<file path="config.mk">
export PLATFORM = sky130hd
export DESIGN_NAME = dps_pwrup_seq
export DESIGN_NICKNAME = d
export VERILOG_FILES = /design/src/rtl/dps_pkg.sv /design/src/rtl/dps_lane_decode.sv /design/src/rtl/dps_wait_timer.sv /design/src/rtl/dps_wr_port.sv /design/src/rtl/dps_pwrup_seq.sv
export SDC_FILE = /design/constraint.sdc
export NUM_CORES = 1
export LEC_CHECK = 0
export BUFFER_PORTS_ARGS = -buffer_cell sky130_fd_sc_hd__buf_2
export CORE_MARGIN = 4
export CORE_UTILIZATION = 40
export DETAILED_ROUTE_END_ITERATION = 8
export GPL_TIMING_DRIVEN = 0
export HOLD_SLACK_MARGIN = 0.06
export PLACE_DENSITY = 0.67
export RECOVER_POWER = 50
export SYNTH_ARGS = -nofsm -noshare
export SYNTH_HDL_FRONTEND = slang
export SYNTH_HIERARCHICAL = 1
export SYNTH_SLANG_ARGS = --single-unit
</file>
<file path="constraint.sdc">
create_clock -name clk -period 5 [get_ports clk]
set_clock_uncertainty 0.15 [all_clocks]
set_input_delay 0 -clock clk [delete_from_list [all_inputs] [get_ports clk]]
set_output_delay 0 -clock clk [all_outputs]
set_load 0.03 [all_outputs]
</file>
<file path="src/rtl/dps_pkg.sv">
package dps_pkg;

    localparam int unsigned BUS_AW     = 12;
    localparam int unsigned BUS_DW     = 32;
    localparam int unsigned MAX_LANES  = 4;
    localparam int unsigned LANE_CNT_W = 3;
    localparam int unsigned LANE_SEL_W = 3;

    // register map used by the sequence
    localparam logic [BUS_AW-1:0] ADDR_LANE = 12'h000;
    localparam logic [BUS_AW-1:0] ADDR_PWR  = 12'h004;
    localparam logic [BUS_AW-1:0] ADDR_DIG  = 12'h080;

    // lane field: data lane i at bit LANE_LSB+i, clock lane just above
    localparam int unsigned LANE_LSB    = 2;
    localparam int unsigned CLK_EN_BIT  = LANE_LSB + MAX_LANES;
    localparam logic [BUS_DW-1:0] LANE_FIELD_MASK =
        BUS_DW'(((1 << (MAX_LANES + 1)) - 1) << LANE_LSB);

    localparam int unsigned ARST_BIT = 2;   // active high
    localparam int unsigned DRST_BIT = 0;   // active low
    localparam logic [BUS_DW-1:0] ARST_MASK = BUS_DW'(1) << ARST_BIT;
    localparam logic [BUS_DW-1:0] DRST_MASK = BUS_DW'(1) << DRST_BIT;

    localparam logic [LANE_SEL_W-1:0] CLK_LANE_SEL = LANE_SEL_W'(MAX_LANES);

    typedef enum logic [3:0] {
        S_IDLE,
        S_LANE_ON,
        S_ARST_SET,
        S_ARST_HOLD,
        S_ARST_CLR,
        S_DRST_SET,
        S_DRST_HOLD,
        S_DRST_CLR,
        S_LANE_PROG,
        S_SETTLE,
        S_FINISH,
        S_LANE_OFF
    } seq_state_e;

    typedef struct packed {
        logic [BUS_AW-1:0] addr;
        logic [BUS_DW-1:0] data;
        logic [BUS_DW-1:0] mask;
    } wr_req_t;

    typedef struct packed {
        seq_state_e             st;
        logic [LANE_CNT_W-1:0]  lanes;
        logic [BUS_DW-1:0]      field;
        logic [LANE_SEL_W-1:0]  idx;
    } seq_regs_t;

endpackage

</file>
<file path="src/rtl/dps_lane_decode.sv">
module dps_lane_decode
    import dps_pkg::*;
(
    input  logic [LANE_CNT_W-1:0] cfg,
    output logic [LANE_CNT_W-1:0] count,
    output logic [BUS_DW-1:0]     field
);

    logic [MAX_LANES-1:0] lane_en;

    always_comb begin
        if (cfg == '0 || cfg > LANE_CNT_W'(MAX_LANES)) begin
            count = LANE_CNT_W'(MAX_LANES);
        end else begin
            count = cfg;
        end
    end

    generate
        for (genvar i = 0; i < int'(MAX_LANES); i++) begin : g_lane_en
            assign lane_en[i] = (LANE_CNT_W'(i) < count);
        end
    endgenerate

    always_comb begin
        field                          = '0;
        field[LANE_LSB +: MAX_LANES]   = lane_en;
        field[CLK_EN_BIT]              = 1'b1;
    end

endmodule

</file>
<file path="src/rtl/dps_wait_timer.sv">
module dps_wait_timer #(
    parameter int unsigned TICKS = 100
) (
    input  logic clk,
    input  logic rst_n,
    input  logic run,
    output logic expired
);

    localparam int unsigned CW = (TICKS > 1) ? $clog2(TICKS) : 1;
    localparam logic [CW-1:0] LAST = CW'(TICKS - 1);

    logic [CW-1:0] cnt_d, cnt_q;

    always_comb begin
        cnt_d = cnt_q;
        if (!run) begin
            cnt_d = '0;
        end else if (cnt_q != LAST) begin
            cnt_d = cnt_q + 1'b1;
        end
    end

    always_ff @(posedge clk or negedge rst_n) begin
        if (!rst_n) begin
            cnt_q <= '0;
        end else begin
            cnt_q <= cnt_d;
        end
    end

    assign expired = run && (cnt_q == LAST);

endmodule

</file>
<file path="src/rtl/dps_wr_port.sv">
module dps_wr_port
    import dps_pkg::*;
(
    input  logic              clk,
    input  logic              rst_n,
    input  logic              req,
    input  wr_req_t           req_pkt,
    output logic              accepted,
    output logic              wr_valid,
    input  logic              wr_ready,
    output logic [BUS_AW-1:0] wr_addr,
    output logic [BUS_DW-1:0] wr_data,
    output logic [BUS_DW-1:0] wr_mask
);

    logic    vld_d, vld_q;
    wr_req_t pkt_d, pkt_q;

    always_comb begin
        vld_d = vld_q;
        pkt_d = pkt_q;
        if (vld_q && wr_ready) begin
            vld_d = 1'b0;
        end else if (!vld_q && req) begin
            vld_d = 1'b1;
            pkt_d = req_pkt;
        end
    end

    always_ff @(posedge clk or negedge rst_n) begin
        if (!rst_n) begin
            vld_q <= 1'b0;
            pkt_q <= '0;
        end else begin
            vld_q <= vld_d;
            pkt_q <= pkt_d;
        end
    end

    assign accepted = vld_q && wr_ready;
    assign wr_valid = vld_q;
    assign wr_addr  = pkt_q.addr;
    assign wr_data  = pkt_q.data;
    assign wr_mask  = pkt_q.mask;

endmodule

</file>
<file path="src/rtl/dps_pwrup_seq.sv">
module dps_pwrup_seq
    import dps_pkg::*;
#(
    parameter int unsigned CYC_PER_US  = 100,
    parameter int unsigned RST_HOLD_US = 1,
    parameter int unsigned SETTLE_US   = 1
) (
    input  logic                  clk,
    input  logic                  rst_n,
    input  logic                  start,
    input  logic                  stop,
    input  logic [LANE_CNT_W-1:0] lane_cfg,
    output logic                  busy,
    output logic                  done,
    output logic                  wr_valid,
    input  logic                  wr_ready,
    output logic [BUS_AW-1:0]     wr_addr,
    output logic [BUS_DW-1:0]     wr_data,
    output logic [BUS_DW-1:0]     wr_mask,
    output logic                  lane_req,
    output logic [LANE_SEL_W-1:0] lane_sel,
    input  logic                  lane_ack
);

    localparam int unsigned HOLD_RAW   = CYC_PER_US * RST_HOLD_US;
    localparam int unsigned SETTLE_RAW = CYC_PER_US * SETTLE_US;
    localparam int unsigned HOLD_CYC   = (HOLD_RAW   > 0) ? HOLD_RAW   : 1;
    localparam int unsigned SETTLE_CYC = (SETTLE_RAW > 0) ? SETTLE_RAW : 1;

    localparam seq_regs_t SEQ_RST = '{st: S_IDLE, lanes: '0, field: '0, idx: '0};

    seq_regs_t r_d, r_q;

    logic [LANE_CNT_W-1:0] dec_count;
    logic [BUS_DW-1:0]     dec_field;
    logic                  hold_run, hold_exp;
    logic                  settle_run, settle_exp;
    logic                  wr_req, wr_acc;
    wr_req_t               wr_pkt;

    dps_lane_decode u_dec (
        .cfg   (lane_cfg),
        .count (dec_count),
        .field (dec_field)
    );

    dps_wait_timer #(.TICKS(HOLD_CYC)) u_hold (
        .clk     (clk),
        .rst_n   (rst_n),
        .run     (hold_run),
        .expired (hold_exp)
    );

    dps_wait_timer #(.TICKS(SETTLE_CYC)) u_settle (
        .clk     (clk),
        .rst_n   (rst_n),
        .run     (settle_run),
        .expired (settle_exp)
    );

    dps_wr_port u_port (
        .clk      (clk),
        .rst_n    (rst_n),
        .req      (wr_req),
        .req_pkt  (wr_pkt),
        .accepted (wr_acc),
        .wr_valid (wr_valid),
        .wr_ready (wr_ready),
        .wr_addr  (wr_addr),
        .wr_data  (wr_data),
        .wr_mask  (wr_mask)
    );

    assign hold_run   = (r_q.st == S_ARST_HOLD) || (r_q.st == S_DRST_HOLD);
    assign settle_run = (r_q.st == S_SETTLE);

    // write request for the current state
    always_comb begin
        wr_req = 1'b1;
        wr_pkt = '0;
        unique case (r_q.st)
            S_LANE_ON: begin
                wr_pkt.addr = ADDR_LANE;
                wr_pkt.data = r_q.field & LANE_FIELD_MASK;
                wr_pkt.mask = LANE_FIELD_MASK;
            end
            S_ARST_SET: begin
                wr_pkt.addr = ADDR_PWR;
                wr_pkt.data = ARST_MASK;
                wr_pkt.mask = ARST_MASK;
            end
            S_ARST_CLR: begin
                wr_pkt.addr = ADDR_PWR;
                wr_pkt.data = '0;
                wr_pkt.mask = ARST_MASK;
            end
            S_DRST_SET: begin
                wr_pkt.addr = ADDR_DIG;
                wr_pkt.data = '0;
                wr_pkt.mask = DRST_MASK;
            end
            S_DRST_CLR: begin
                wr_pkt.addr = ADDR_DIG;
                wr_pkt.data = DRST_MASK;
                wr_pkt.mask = DRST_MASK;
            end
            S_LANE_OFF: begin
                wr_pkt.addr = ADDR_LANE;
                wr_pkt.data = '0;
                wr_pkt.mask = LANE_FIELD_MASK;
            end
            default: wr_req = 1'b0;
        endcase
    end

    // sequence next state
    always_comb begin
        r_d = r_q;
        unique case (r_q.st)
            S_IDLE: begin
                if (start) begin
                    r_d.st    = S_LANE_ON;
                    r_d.lanes = dec_count;
                    r_d.field = dec_field;
                end else if (stop) begin
                    r_d.st = S_LANE_OFF;
                end
            end
            S_LANE_ON:   if (wr_acc)   r_d.st = S_ARST_SET;
            S_ARST_SET:  if (wr_acc)   r_d.st = S_ARST_HOLD;
            S_ARST_HOLD: if (hold_exp) r_d.st = S_ARST_CLR;
            S_ARST_CLR:  if (wr_acc)   r_d.st = S_DRST_SET;
            S_DRST_SET:  if (wr_acc)   r_d.st = S_DRST_HOLD;
            S_DRST_HOLD: if (hold_exp) r_d.st = S_DRST_CLR;
            S_DRST_CLR: begin
                if (wr_acc) begin
                    r_d.st  = S_LANE_PROG;
                    r_d.idx = LANE_SEL_W'(r_q.lanes - 1'b1);
                end
            end
            S_LANE_PROG: begin
                if (lane_ack) begin
                    if (r_q.idx == CLK_LANE_SEL) begin
                        r_d.st = S_SETTLE;
                    end else if (r_q.idx == '0) begin
                        r_d.idx = CLK_LANE_SEL;
                    end else begin
                        r_d.idx = r_q.idx - 1'b1;
                    end
                end
            end
            S_SETTLE:   if (settle_exp) r_d.st = S_FINISH;
            S_FINISH:   r_d.st = S_IDLE;
            S_LANE_OFF: if (wr_acc)     r_d.st = S_IDLE;
            default:    r_d.st = S_IDLE;
        endcase
    end

    always_ff @(posedge clk or negedge rst_n) begin
        if (!rst_n) begin
            r_q <= SEQ_RST;
        end else begin
            r_q <= r_d;
        end
    end

    assign busy     = (r_q.st != S_IDLE);
    assign done     = (r_q.st == S_FINISH);
    assign lane_req = (r_q.st == S_LANE_PROG);
    assign lane_sel = r_q.idx;

endmodule

</file>
==> results of run 1 <==
## metrics by stage
| step | cells | hold WS, ps | setup slack (ps) | utilization [%] | cell area [um2] |
|---|---|---|---|---|---|
| 2_1_floorplan | 424 | -445.6 | 2292 | - | 5116 |
| 5_1_grt | 686 | 303.5 | 1483 | 50.38 | 6026 |
| 3_3_place_gp | 662 | 119.4 | 2086 | 48.12 | 5756 |
| 6_report | 686 | 229.8 | 2046 | 50.38 | 6026 |
| 3_5_place_dp | 663 | -63.32 | 2040 | 48.37 | 5786 |
| 4_1_cts | 686 | 103.6 | 2027 | 51.21 | 6126 |
## state kept, by name, indices dropped and copies added (netlist names)
name and flops:
u_port/wr_mask 32, u_settle/cnt_q 7, lane_sel 3, u_hold/cnt_q 7, u_port/wr_data 32, r_q 12
u_port/wr_addr 12, u_port/wr_valid 1
## path summary, 6_finish.rpt
kind	start	to	slack [ps]	cells after the start
worst max register to register	u_settle/cnt_q[0]	lane_sel[0]	2050	9
max in group asynchronous	rst_n	u_port/wr_data[22]	2140	2
worst min register to register	r_q[6]	r_q[6]	340	1
worst max-delay path	u_settle/cnt_q[0]	lane_sel[0]	2050	9
min in group asynchronous	rst_n	r_q[9]	950	2
worst min-delay path	stop	r_q[40]	230	6
## power by group through the flow
stage | Sequential [mW] | Clock (mW) | Combinational (mW)
final | 1.46 | 0.640 | 2.54
after global routing | 1.51 | 0.706 | 2.72
after CTS | 1.46 | 0.665 | 2.66
after detailed placement | 1.47 | 0 | 2.65
after global placement | 1.44 | 0 | 2.58
after floorplan | 2.05 | 0 | 1.43
## area by class of cell
class	instances	area, um2	share of cell area (%)
Buffer	24	200.2	3.322
Clock buffer	10	229.0	3.800
Clock inverter	5	31.28	0.5191
Inverter	10	37.54	0.6229
Multi-Input combinational cell	284	2226	36.94
Sequential cell	106	2653	44.02
Tap cell	147	183.9	3.052
Timing Repair Buffer	100	465.4	7.724
## repair_timing
action | in CTS | in global routing
hold buffers | 8 | 0
resized for setup | 0 | 0
hold endpoints to repair | 97 | 0
## cell usage in the layout (no fill, tap or decap), drive strengths merged, types with 11 or more instances in the layout
cell type / count
and2: 11
buf: 34
clkbuf: 92
conb: 63
dfrtp: 106
inv: 11
mux2: 85
nand2: 17
o21ai: 11
## metal layers
metal	vias to the layer above	share of wire [%]
met2	70	50
met1	1578	42
li1	1544	-
met4	0	1.3
met3	13	6.7
met5	-	0
## critical path: stages, from the launching register on
cell	delay (ps)
dfrtp_1	410
ha_1	230
nand2_1	130
nor4_4	370
and2_1	180
nor3_1	40
or4_1	500
buf_2	180
o31ai_1	290
mux2_1	350
==> flow_summary.ini, run 1 <==
[cts]
root_buffer = clkbuf_16
cts_tree = done
cts_made_buffers = 9
cts.path.max_buffers = 2
clock_sinks = 106
clk_pin_slew_ps = 70
cts.htree.levels = 3
clk_latency_ps = 350
post_cts_buffers = 0

[route]
viasPerCell = 4.672
via_count = 3205
wl_per_cell_um = 13.70
totalWireLength_mm = 9.401
drc_errors = 0
firstDrtPassIters = 4
drtAntennaViolNets = 0
drt_iter0_markers = 118

[finish]
filler_cell_count = 1092
fin_nets = 548
drive_gt1_share_pct = 24.68
diodes = 0
syn_to_final_growth_pct = 23.30

[power_and_ir_drop]
pwr-share-comb_pct = 54.7
power_frac_seq_pct = 31.4
clkPwrFrac_pct = 13.8
p_int_mw = 2.660
ir_drop_v = 0.0003676
p_per_area_nw_per_um2 = 768.9
total_power_mw = 4.633
p_sw_mw = 1.974
p_leak_nw = 2.678
netSwitchingFraction_pct = 42.59

[global_route]
grtUsageMet2_pct = 24.33
grt_pass1_wl_mm = 16.26
grt.busiest_layer = met2
antenna_found_initial = 0
overflow = 0
grt_use_met1_pct = 16.38
use_met3_pct = 6.029
grt_pass1_vias = 3446
grt_max_degree = 56
grt_usage_pct = 14.26

[placement]
dpl.hpwl_mm = 6.984
routabilityCongestion = 0.8444
port_buffers = 91

[setup_path]
required_ps = 5090
critPathLaunchType = flip-flop
cp_data_arrival_time_ps = 3050
worstSetupEndpointType = flip-flop
cp_max_fo = 7
critPathKind = flip-flop to flip-flop

[outcome]
violations = capacitance limit, slew limit
status = finished with violations

[timing]
rsz0062_at_grt = false
finalHoldViolations = 0
tightest_slew_ps = 2836
relSlewSlack_pct = -89.09
fmax_mhz = 338.5
setup_viol = 0
fin_crit_ps = 2954
tns_ps = 0
finalCritPeriodShare_pct = 59.08
slew_violations = 52

[yosys]
ys_warn_count = 6
synthCells = 363
syn_area_um2 = 4887
avgSynthCellArea_um2 = 13.46

[die]
core_um2 = 11960
die_area_um2 = 14050
initial_core_util_pct = 40.86
die_w_um = 118.5
ios = 92
num_rows = 40
die_y_um = 118.5

[min_path]
min_path_type = input port to flip-flop

[job]
cap_violations = 1
Note: power is estimated with default switching activity, not from simulation.
==> run 2, diff against run 1 <==
--- a/config.mk
+++ b/config.mk
@@ -5,6 +5,7 @@
 export SDC_FILE = /design/constraint.sdc
 export NUM_CORES = 1
 export LEC_CHECK = 0
+export ABC_AREA = 1
 export BUFFER_PORTS_ARGS = -buffer_cell sky130_fd_sc_hd__buf_2
 export CORE_MARGIN = 4
 export CORE_UTILIZATION = 40
==> constraint.sdc (replaced) <==
create_clock -name clk -period 2.99 [get_ports clk]
set_clock_uncertainty 0.15 [all_clocks]
set_input_delay 0 -clock clk [delete_from_list [all_inputs] [get_ports clk]]
set_output_delay 0 -clock clk [all_outputs]
set_load 0.03 [all_outputs]
==> run 2 against run 1 <==
  * The flow now finishes without violations
  * Fmax rose by 19%
  * Core utilization increased by 0.85 points
  * Sequential cell count unchanged
  * Sequential share of layout area decreased by 1.4 points
  * Setup slack got worse by 1500 ps
  * Non-clock buffer count increased by 11
  * Clock power is 84% higher
  * Critical path depth is 4 higher
  * Final cell count grew 41%
  * Critical path type unchanged
  * Largest cell class unchanged
  * Largest power group unchanged
==> flow_summary.ini, run 2 <==
[outcome]
status = completed

[cts]
cts_tree = done
clock_sinks = 106
cts_repair_resize_count = 0
clk_pin_slew_ps = 70
root_buffer = clkbuf_16
post_cts_buffers = 0
cts.path.max_buffers = 2
cts_made_buffers = 9
cts.htree.levels = 3
hold_buffers = 9
clk_latency_ps = 350

[finish]
filler_cell_count = 1201
final_common_cell = nand2_1
register_area_um2 = 2653
layout_common_cells = nand2_1, nand3_1, dfrtp_1
drive_gt1_share_pct = 10.03
syn_to_final_growth_pct = 23.98
diodes = 0
fin_util_pct = 51.22
fin_nets = 806
design_area_um2 = 6230
multi_input_area_um2 = 2188

[timing]
rsz0062_at_grt = false
tns_ps = 0
finalCritPeriodShare_pct = 83.24
relSlewSlack_pct = 52.86
slew_violations = 0
setup_ws_ps = 501.0
tightest_slew_ps = 704.7
finalHoldViolations = 0
fin_crit_ps = 2489
fmax_mhz = 401.8
setup_viol = 0

[global_route]
grt_pass1_wl_mm = 18.85
grt.busiest_layer = met2
grt_use_met1_pct = 20.47
grt_pass1_vias = 4074
grtUsageMet2_pct = 26.17
use_met3_pct = 2.875
grt_usage_pct = 15.96
antenna_found_initial = 0
overflow = 0
grt_max_degree = 66

[die]
die_w_um = 120.1
die_y_um = 120.1
die_area_um2 = 14420
ios = 92
num_rows = 40
initial_core_util_pct = 41.32
core_um2 = 12160

[placement]
routabilityCongestion = 0.9128
port_buffers = 91
place_ws_ps = 570.6
dpl.hpwl_mm = 8.076
placed_area_um2 = 5949

[route]
drtAntennaViolNets = 0
firstDrtPassIters = 4
wl_per_cell_um = 11.61
viasPerCell = 4.489
drt_iter0_markers = 240
totalWireLength_mm = 11.22
drc_errors = 0
via_count = 4336

[setup_path]
path_buf_inv = 3
rrSetupSlack_ps = 500
cp_max_fo = 8
critPathKind = flip-flop to flip-flop
required_ps = 3090
max_stage_delay_ps = 440
critPathLaunchType = flip-flop
r2r_start = r_q[40]
cp_data_arrival_time_ps = 2590
r2r-end = r_q[39]
cp-startpoint = r_q[40]
critical_path_depth = 13
r2r_cells = 13
critPathSlowestCell = dfrtp_1
worstSetupEndpointType = flip-flop
crit_end = r_q[39]
worst_path_most_repeated_cell = nand2_1
cp_cell_sequence = nor2_1, nand2_1, nand2_1, clkbuf_1, inv_1, nor2_1, inv_1, nand3_1, nand2_1, nor2_1, nand3_1, nand2_1, nand2_1
critPathTopFamily = simple AND/OR/NAND/NOR gates

[min_path]
min_path_type = input port to flip-flop
hold_depth = 5

[power_and_ir_drop]
p_leak_nw = 3.316
ir_drop_v = 0.0004658
p_per_area_nw_per_um2 = 1244

[job]
cap_violations = 0

[yosys]
synthCells = 620
ys_warn_count = 6
avgSynthCellArea_um2 = 8.105
syn_area_um2 = 5025
-- run 2: metrics by stage --
step / hold slack, ps / power [mW] / cells
after floorplan: -445.6 / 5.570 / 681
after global placement: 74.04 / 6.619 / 940
after detailed placement: -112.2 / 6.729 / 941
after CTS: 63.18 / 7.943 / 966
after global routing: 111.3 / 8.391 / 966
final: 82.26 / 7.749 / 966
-- run 2: worst min-delay path, delay by kind of cell --
| family | cells | cell delay, ps |
|---|---|---|
| adder cells (fa/ha/maj) | 1 | 210 |
| multiplexers | 1 | 140 |
| buffers and inverters | 3 | 190 |
-- run 2: worst min path at each step --
stage | from | end
floorplan | rst_n | lane_sel[0]
global placement | wr_ready | u_port/wr_valid
detailed placement | rst_n | r_q[7]
CTS | lane_ack | lane_sel[2]
global route | lane_cfg[2] | r_q[37]
finish | lane_cfg[2] | r_q[37]
-- run 2: report_power, final --
group,leakage (nW),internal [mW],switching (mW)
sequential,1.33,2.06,0.353
clock,0.142,0.648,0.533
combinational,1.84,1.19,2.97
total,3.32,3.90,3.85
-- run 2: layout make-up --
| class | count | share of cell area, % |
|---|---|---|
| buffer | 34 | 3.856 |
| inverter | 45 | 2.711 |
| timing repair buffer | 101 | 7.632 |
| sequential | 106 | 42.58 |
| clock inverter | 7 | 1.105 |
| multi-input combinational | 496 | 35.13 |
| tap | 168 | 3.374 |
| clock buffer | 9 | 3.615 |
-- run 2: metal layers --
layer / share of wire, % / vias up
met1: 46 / 1968
met3: 4.9 / 18
li1: - / 2243
met5: 0 / -
met4: 2.1 / 0
met2: 47 / 107
==> run 3, diff against run 2 <==
==> constraint.sdc (replaced) <==
create_clock -name clk -period 2.4 [get_ports clk]
set_clock_uncertainty 0.15 [all_clocks]
set_input_delay 0 -clock clk [delete_from_list [all_inputs] [get_ports clk]]
set_output_delay 0 -clock clk [all_outputs]
set_load 0.03 [all_outputs]
==> run 3 against run 2 <==
  * Register-to-register slack got worse by 240 ps
  * Sequential share of layout area is 0.15 points lower
  * Power up 25%
  * Final cell count is 0.21% higher
  * Fmax grew 17%
  * Die area stayed put
  * Highest routed layer unchanged
==> flow_summary.ini, run 3 (synthesized netlist as in run 2, its figures left out) <==
[setup_path]
critPathKind = flip-flop to flip-flop
cp_data_arrival_time_ps = 2230
critPathSlowestCell = dfrtp_1
rrSetupSlack_ps = 270
path_buf_inv = 5
r2r_cells = 15
required_ps = 2500
critPathTopFamily = simple AND/OR/NAND/NOR gates
cp_max_fo = 8
critical_path_depth = 15
max_stage_delay_ps = 350
critPathLaunchType = flip-flop
cp_cell_sequence = buf_6, nand2_1, inv_1, nand2_1, nand2_1, clkbuf_2, inv_1, nor2_1, inv_1, nand3_1, nand2_1, nor2_1, nand3_2, nand2_1, nand2_1
worstSetupEndpointType = flip-flop
worst_path_most_repeated_cell = nand2_1

[timing]
rsz0062_at_grt = false
slew_violations = 0
tns_ps = 0
relSlewSlack_pct = 43.06
fmax_mhz = 468.5
finalHoldViolations = 0
setup_viol = 0
fin_crit_ps = 2134
setup_ws_ps = 265.7
tightest_slew_ps = 854.1
finalCritPeriodShare_pct = 88.93

[min_path]
hold_depth = 5
min_path_type = input port to flip-flop

[placement]
routabilityCongestion = 0.9128
place_ws_ps = -19.36
dpl.hpwl_mm = 8.076
port_buffers = 91

[route]
drt_iter0_markers = 222
drtAntennaViolNets = 0
totalWireLength_mm = 11.25
via_count = 4350
viasPerCell = 4.494
wl_per_cell_um = 11.62
firstDrtPassIters = 5
drc_errors = 0

[die]
num_rows = 40
core_um2 = 12160
die_w_um = 120.1
initial_core_util_pct = 41.32
die_y_um = 120.1
ios = 92
die_area_um2 = 14420

[finish]
diodes = 0
drive_gt1_share_pct = 11.25
syn_to_final_growth_pct = 24.53
fin_nets = 808
layout_common_cells = nand2_1, nand3_1, dfrtp_1
final_common_cell = nand2_1

[cts]
root_buffer = clkbuf_16
cts_tree = done
clk_pin_slew_ps = 70
clock_sinks = 106
cts_made_buffers = 9
clk_latency_ps = 350
cts.htree.levels = 3
cts.path.max_buffers = 2

[global_route]
grt_pass1_wl_mm = 18.84
antenna_found_initial = 0
grt_max_degree = 66
grt_pass1_vias = 4071
grt_usage_pct = 15.95
overflow = 0

[power_and_ir_drop]
total_power_mw = 9.715
ir_drop_v = 0.0005819
p_per_area_nw_per_um2 = 1553
p_leak_nw = 3.338

[job]
cap_violations = 0

[outcome]
status = completed
[run 3: power by group]
part	total, mW	switching [mW]	internal, mW
Combinational	5.23	3.72	1.51
Clock	1.47	0.662	0.807
Sequential	3.02	0.450	2.57
Total	9.72	4.83	4.89
[run 3: worst reg2reg max path: stages (launching register included)]
cell	delay [ps]
dfrtp_1	350
buf_6	130
nand2_1	90
inv_1	150
nand2_1	80
nand2_1	90
clkbuf_2	190
inv_1	90
nor2_1	100
inv_1	70
nand3_1	80
nand2_1	50
nor2_1	110
nand3_2	140
nand2_1	100
nand2_1	50
[run 3: stage by stage]
| stage | std cells | hold slack, ps | cell area, um2 | utilization, % |
|---|---|---|---|---|
| after floorplan | 681 | -445.6 | 5254 | - |
| after global placement | 940 | 74.04 | 5919 | 48.67 |
| after detailed placement | 941 | -112.2 | 5949 | 48.92 |
| after CTS | 966 | 63.18 | 6337 | 52.11 |
| after global routing | 968 | 111.2 | 6257 | 51.45 |
| final | 968 | 81.34 | 6257 | 51.45 |
[run 3: area by class of cell]
type | instances | area [um2]
Fill cell | 1199 | 5904
Sequential cell | 106 | 2655
Timing Repair Buffer | 103 | 473.0
Tap cell | 168 | 210.2
Buffer | 34 | 245.2
Inverter | 45 | 168.9
Clock inverter | 7 | 68.82
Clock buffer | 9 | 225.2
Multi-Input combinational cell | 496 | 2211
[run 3: layer usage]
layer / vias to the layer above / share of wire [%] / track usage [%]
met5: - / 0 / 0
met4: 0 / 2.2 / 7.516
met3: 21 / 5.0 / 2.875
met2: 109 / 47 / 26.13
met1: 1973 / 46 / 20.47
li1: 2247 / - / -
[run 3: worst paths after layout]
kind,start,endpoint
max in group asynchronous,rst_n,u_port/wr_addr[6]
max,r_q[38],r_q[41]
min,lane_cfg[2],r_q[37]
min reg2reg,u_port/wr_mask[28],u_port/wr_mask[28]
min in group asynchronous,rst_n,r_q[38]
max reg2reg,r_q[38],r_q[41]
[run 3: timing repair]
action / in CTS / in global routing
setup endpoints to repair: 4 / 19
hold endpoints to repair: 117 / 0
resized for setup: 2 / 8
pin swaps: 0 / 1
setup buffers: 0 / 2
hold buffers: 9 / 0
